`config.mk`:
```
export PLATFORM = sky130hd
export DESIGN_NAME = pipe_hazard_ctrl
export DESIGN_NICKNAME = d
export VERILOG_FILES = /design/src/rtl/phc_pkg.sv /design/src/rtl/phc_stage_track.sv /design/src/rtl/phc_fwd_pick.sv /design/src/rtl/pipe_hazard_ctrl.sv
export SDC_FILE = /design/constraint.sdc
export NUM_CORES = 1
export LEC_CHECK = 0
export CAP_MARGIN = 25
export CORE_MARGIN = 3
export CORE_UTILIZATION = 32
export DETAILED_ROUTE_END_ITERATION = 6
export PLACE_DENSITY = 0.52
export SLEW_MARGIN = 20
export SYNTH_ARGS = -nofsm -noshare
export SYNTH_HDL_FRONTEND = slang
export SYNTH_HIERARCHICAL = 1
export SYNTH_SLANG_ARGS = --single-unit
```
`constraint.sdc`:
```
create_clock -name clk -period 3 [get_ports clk]
set_clock_uncertainty 0.2 [all_clocks]
set_input_delay 0.6 -clock clk [delete_from_list [all_inputs] [get_ports clk]]
set_output_delay 0.6 -clock clk [all_outputs]
set_load 0.01 [all_outputs]
```
`src/rtl/phc_pkg.sv`:
```
package phc_pkg;
  typedef enum logic [1:0] {
    SRC_RF  = 2'd0,
    SRC_ALU = 2'd1,
    SRC_MEM = 2'd2,
    SRC_WB  = 2'd3
  } src_sel_e;
endpackage

```
`src/rtl/phc_stage_track.sv`:
```
module phc_stage_track #(
  parameter int unsigned REG_W = 5,
  parameter int unsigned DEPTH = 3
) (
  input  logic             clk,
  input  logic             rst,
  input  logic             bubble,
  input  logic [REG_W-1:0] in_rd,
  input  logic             in_we,
  input  logic             in_ld,
  output logic [REG_W-1:0] st_rd [DEPTH],
  output logic             st_we [DEPTH],
  output logic             st_ld [DEPTH]
);
  for (genvar i = 0; i < DEPTH; i++) begin : g_stage
    if (i == 0) begin : g_head
      always_ff @(posedge clk) begin
        if (rst || bubble) begin
          st_rd[i] <= '0;
          st_we[i] <= 1'b0;
          st_ld[i] <= 1'b0;
        end else begin
          st_rd[i] <= in_rd;
          st_we[i] <= in_we;
          st_ld[i] <= in_ld;
        end
      end
    end else begin : g_body
      always_ff @(posedge clk) begin
        if (rst) begin
          st_rd[i] <= '0;
          st_we[i] <= 1'b0;
          st_ld[i] <= 1'b0;
        end else begin
          st_rd[i] <= st_rd[i-1];
          st_we[i] <= st_we[i-1];
          st_ld[i] <= st_ld[i-1];
        end
      end
    end
  end
endmodule

```
`src/rtl/phc_fwd_pick.sv`:
```
module phc_fwd_pick
  import phc_pkg::*;
#(
  parameter int unsigned REG_W = 5,
  parameter int unsigned DEPTH = 3
) (
  input  logic [REG_W-1:0] src,
  input  logic [REG_W-1:0] st_rd [DEPTH],
  input  logic             st_we [DEPTH],
  input  logic             st_ld [DEPTH],
  output src_sel_e         sel,
  output logic             need_stall
);
  // Oldest stage first, so the youngest matching writer is applied last.
  always_comb begin
    sel        = SRC_RF;
    need_stall = 1'b0;
    for (int i = DEPTH - 1; i >= 0; i--) begin
      if (st_we[i] && (src != '0) && (st_rd[i] == src)) begin
        if (st_ld[i] && (i < DEPTH - 1)) begin
          sel        = SRC_RF;
          need_stall = 1'b1;
        end else begin
          sel        = src_sel_e'(2'(i + 1));
          need_stall = 1'b0;
        end
      end
    end
  end
endmodule

```
`src/rtl/pipe_hazard_ctrl.sv`:
```
module pipe_hazard_ctrl
  import phc_pkg::*;
#(
  parameter int unsigned REG_W = 5
) (
  input  logic             clk,
  input  logic             rst,
  input  logic [REG_W-1:0] rr_rs1,
  input  logic [REG_W-1:0] rr_rs2,
  input  logic [REG_W-1:0] rr_rd,
  input  logic             rr_we,
  input  logic             rr_load,
  input  logic             ex_br_taken,
  output logic [1:0]       sel_a,
  output logic [1:0]       sel_b,
  output logic             stall,
  output logic             inject_nop,
  output logic             flush
);
  localparam int unsigned DEPTH = 3;
  localparam int unsigned NOPND = 2;

  logic [REG_W-1:0] st_rd [DEPTH];
  logic             st_we [DEPTH];
  logic             st_ld [DEPTH];
  logic [REG_W-1:0] srcs  [NOPND];
  src_sel_e         sels  [NOPND];
  logic [NOPND-1:0] need;

  assign srcs[0] = rr_rs1;
  assign srcs[1] = rr_rs2;

  for (genvar k = 0; k < NOPND; k++) begin : g_opnd
    phc_fwd_pick #(.REG_W(REG_W), .DEPTH(DEPTH)) u_pick (
      .src        (srcs[k]),
      .st_rd      (st_rd),
      .st_we      (st_we),
      .st_ld      (st_ld),
      .sel        (sels[k]),
      .need_stall (need[k])
    );
  end

  assign flush      = ex_br_taken;
  assign stall      = (|need) && !ex_br_taken;
  assign inject_nop = stall;
  assign sel_a      = sels[0];
  assign sel_b      = sels[1];

  phc_stage_track #(.REG_W(REG_W), .DEPTH(DEPTH)) u_track (
    .clk    (clk),
    .rst    (rst),
    .bubble (stall || flush),
    .in_rd  (rr_rd),
    .in_we  (rr_we),
    .in_ld  (rr_load),
    .st_rd  (st_rd),
    .st_we  (st_we),
    .st_ld  (st_ld)
  );
endmodule

```
# After elaboration in Yosys (flattened, before gate mapping)
# Index checks and enable logic that the tools add are counted.
[word_totals]
regBits = 20
latchBits = 0
ram_bits = 0
rom_bits = 0
inputBits = 20
word_cells = 47
n_memories = 0
[op_classes]
add_sub_neg = 0
multipliers = 0
div_mod_pow = 0
order_cmp = 0
n_eq_ne = 6
shifts = 0
n_mux = 14
bitwise = 0
n_reduce_logical = 19
[ops]
columns = ["op", "n"]
rows = [
  ["$eq 5x5->1", 6],
  ["$mux 2", 7],
  ["$logic_and 1x1->1", 13],
  ["$reduce_bool 5->1", 2],
  ["$mux 1", 7],
  ["$logic_or 1x1->1", 2],
  ["$reduce_or 2->1", 1],
  ["$logic_not 1->1", 1],
]

# Logic depth before layout (Yosys ltp)
[logic_depth]
ltp_word = 9
ltp_mapped = 7

# By module
# Netlist, hierarchy kept.
[by_module_without_submodules]
columns = ["mod", "n_inst", "cells_each", "area_each_um2", "seq_area_each_um2"]
rows = [
  ["phc_stage_track", 1, 44, 614.3, 420.4],
  ["phc_fwd_pick", 2, 31, 246.5, 0.0],
  ["pipe_hazard_ctrl", 1, 4, 31.3, 0.0],
]

# Least setup slack after synthesis
# No wires, ideal clock.
[synth_path]
kind = "input-to-output"
from = "input rr_rs2[2]"
to = "output stall"
t_arrival_ns = 2.196
required_time_ns = 2.200
slack_ns = 0.004
stages = 7
path_cell_list = "clkbuf_1 -> xnor2_1 -> nand4_1 -> nor4_1 -> mux2_2 -> o21ba_2 -> buf_4"
[synth_via]
elab_chain_len = 7
word_cells_on_any_way = 11
classes_between = "eq/ne: 2; mux: 2; reduce/logical: 7"
[synth_rtl]
columns = ["item", "line", "text"]
rows = [
  ["from (decl)", "pipe_hazard_ctrl.sv:9", "input logic [REG_W-1:0] rr_rs2,"],
  ["$reduce_bool 5->1", "phc_fwd_pick.sv:19", "if (st_we[i] && (src != '0) && (st_rd[i] == src)) begin"],
  ["$logic_and 1x1->1 (2 in series)", "phc_fwd_pick.sv:19", ""],
  ["$mux 1", "phc_fwd_pick.sv:19", ""],
  ["$mux 1 (*)", "phc_fwd_pick.sv:19", ""],
  ["net need[1]", "pipe_hazard_ctrl.sv:28", "logic [NOPND-1:0] need;"],
  ["$reduce_or 2->1 (*)", "pipe_hazard_ctrl.sv:45", "assign stall = (|need) && !ex_br_taken;"],
  ["$logic_and 1x1->1 (*)", "pipe_hazard_ctrl.sv:45", ""],
  ["to (decl)", "pipe_hazard_ctrl.sv:16", "output logic stall,"],
]
# The timed path passes the listed nets; every way through them passes the cells marked *.

# Worst setup path after layout
[layout_path]
from = "input rr_rs1[1]"
to = "output inject_nop"
[layout_via]
elab_chain_len = 7
word_cells_on_any_way = 11
classes_between = "eq/ne: 2; mux: 2; reduce/logical: 7"
[layout_rtl]
columns = ["item", "line", "text"]
rows = [
  ["from (decl)", "pipe_hazard_ctrl.sv:8", "input logic [REG_W-1:0] rr_rs1,"],
  ["$reduce_bool 5->1", "phc_fwd_pick.sv:19", ""],
  ["$logic_and 1x1->1 (2 in series)", "phc_fwd_pick.sv:19", ""],
  ["$mux 1", "phc_fwd_pick.sv:19", ""],
  ["$mux 1 (*)", "phc_fwd_pick.sv:19", ""],
  ["net need[0]", "pipe_hazard_ctrl.sv:28", ""],
  ["$reduce_or 2->1 (*)", "pipe_hazard_ctrl.sv:45", ""],
  ["$logic_and 1x1->1 (*)", "pipe_hazard_ctrl.sv:45", ""],
  ["to (decl)", "pipe_hazard_ctrl.sv:17", "output logic inject_nop,"],
]
# Marks and branches as above.

==> summary.txt <==
Worst setup path
  – Setup crit end kind: output pin
  – CP Class: input port to output pin
  – Crit-path most repeated cell: buf_6
  – CP max stage cell: or4_4
  – Worst path buffer plus inverter count: 2
  – Critical Path Source Type: input port
  – Critical Path AT: 2.23 ns
  – Largest stage delay, worst path: 0.52 ns
  – Crit-path max FO: 2
  – Worst-path cell chain: buf_6, or4_4, o211a_1, and3_1, mux2_4, o21ba_4, buf_6
  – CP top delay family: simple AND/OR/NAND/NOR gates
  – Critical path required time: 2.20 ns

Route
  – Met3 WL: 131 um
  – First DRT Iteration DRCs: 18
  – First-pass detailed-route iteration total: 4
  – # DRC: 0
  – Vias per cell: 4.672
  – Routed len/inst: 13.85 um
  – Via count: 925
  – Routed wl met2: 1365 um
  – Antenna-violating nets left: 0
  – Drt total wl: 2742 um
  – DR top layer: met4
  – Routed length on met1: 1196 um

Outcome
  – Outcome: finished with violations
  – Failing checks: setup timing

Global route
  – Final global-route overflow total: 0
  – Largest net degree at the start of global routing: 14
  – Initial antenna violation count: 0
  – GRT Overall Usage: 14.53%
  – Global-route wire length before repair: 4616 um
  – Vias in the first global route: 954

Die
  – Die W: 64.96 um
  – Die area: 4219 sq um
  – I/O pin count: 27
  – DIE HEIGHT: 64.96 um
  – Core Region: 3178 sq um
  – Starting Density: 35.00%
  – Site Rows: 20

Power and ir drop
  – Power per cell area: 306.4 nW/um^2
  – Maximum vdd drop: 228.2 uV
  – Leak Pwr: 0.6711 nW

Placement
  – DP Worst Slack: -0.7589 ns
  – Post-detail-place hpwl: 2159 um
  – Gpl congestion: 0.7503
  – Placed cells: 194
  – Number of port buffers: 26

Timing
  – Final min period: 3.028 ns
  – RSZ-0062 raised after global routing: yes
  – Final Setup Violations: 2
  – Final Hold Viols: 0
  – Max Slew Vio Count: 0
  – Max Freq: 330.2 MHz
  – Final worst-path cycle share: 100.9%
  – Slew @ Worst Pin: 0.4264 ns
  – Final setup margin: -0.02809 ns
  – Slew HR: 71.49%

Layout
  – Share of cells above drive strength 1: 43.51%
  – Area Growth Syn to Fin: 50.28%
  – Antenna cells: 0
  – Number of fill cells: 312
  – Most frequent cells in the layout: buf_4, dfxtp_1, xnor2_1, nor2b_1
  – Final nets: 176
  – Post-Layout Cell Count: 198

Synth
  – Mapped Nets: 128
  – Cells after Synth: 108
  – Mean Syn Cell Area: 10.30 sq um
  – Cell area after synthesis: 1112 sq um
  – Total number of yosys warnings: 6

CTS
  – Skew-Pair Late Insertion Delay: 0.28 ns
  – Hold Buf Count CTS: 0
  – CTS Root Cell: clkbuf_4
  – Clk slew on worst S/H paths: 0.10 ns
  – # clock sinks: 20
  – Max Buffers Root-to-Sink: 2
  – CTS tree: done
  – Total CTS buffers: 3
  – H-tree lvl count: 1

Hold path
  – Min-Delay Path Class: flip-flop to flip-flop

Job
  – Max-cap violation count: 0
-- registers in the layout, indices dropped and copies added, names as in the netlist --
signal / cells
u_track/st_ld: 2
u_track/st_rd: 15
u_track/st_we: 3
-- power breakdown --
group	switching (mW)	leakage [nW]	internal (mW)
registers	0.00888	0.163	0.273
clock network	0.0691	0.0138	0.0466
logic	0.0467	0.494	0.0680
-- path summary, 6_finish.rpt --
kind / from / endpoint / slack, ns / depth (start not counted)
max: rr_rs1[1] / inject_nop / -0.03 / 7
min: u_track/st_we[2] / u_track/st_we[1] / 0.31 / 1
max reg2reg: u_track/st_rd[13] / u_track/st_rd[12] / 0.50 / 7
min reg2reg: u_track/st_we[2] / u_track/st_we[1] / 0.31 / 1
-- worst reg2reg max path, delay by kind of cell, from the launching register on --
kind          cells  cell delay, ns
mux               1            0.35
xor+xnor          1            0.14
simple gates      4            1.11
flops             1            0.45
buf+inv           1            0.18
-- layer usage --
layer	track usage, %	vias to the layer above
met5	0	-
met4	6.069	0
met3	3.293	6
met2	24.39	24
met1	17.73	434
li1	-	461
-- stage by stage --
stage	hold WS, ns	area, sq um	utilization [%]	setup TNS [ns]	total power, mW
6_report	0.3105	1672	52.60	-0.05520	0.5123
5_1_grt	0.3403	1672	52.60	-0.1167	0.5411
2_1_floorplan	0.2594	1112	-	0	0.3323
3_3_place_gp	0.2921	1551	48.82	-6.053	0.3897
4_1_cts	0.3153	1604	50.47	-0.1052	0.5085
3_5_place_dp	0.2992	1551	48.82	-5.955	0.3906
-- timing repair --
| action | in CTS | in global routing |
|---|---|---|
| setup endpoints to repair | 6 | 6 |
| resized for setup | 66 | 22 |
| buffers inserted | 1 | 0 |
| hold endpoints to repair | 0 | 0 |
| pin swaps | 9 | 12 |
-- final cells by class --
class | instances | area, sq um | area share [%]
Timing Repair Buffer | 49 | 407.9 | 24.40
Sequential cell | 20 | 400.4 | 23.95
Tap cell | 44 | 55.05 | 3.293
Multi-Input combinational cell | 82 | 785.8 | 47.01
Clock buffer | 3 | 22.52 | 1.347
Power figures use the tool's default switching activity.
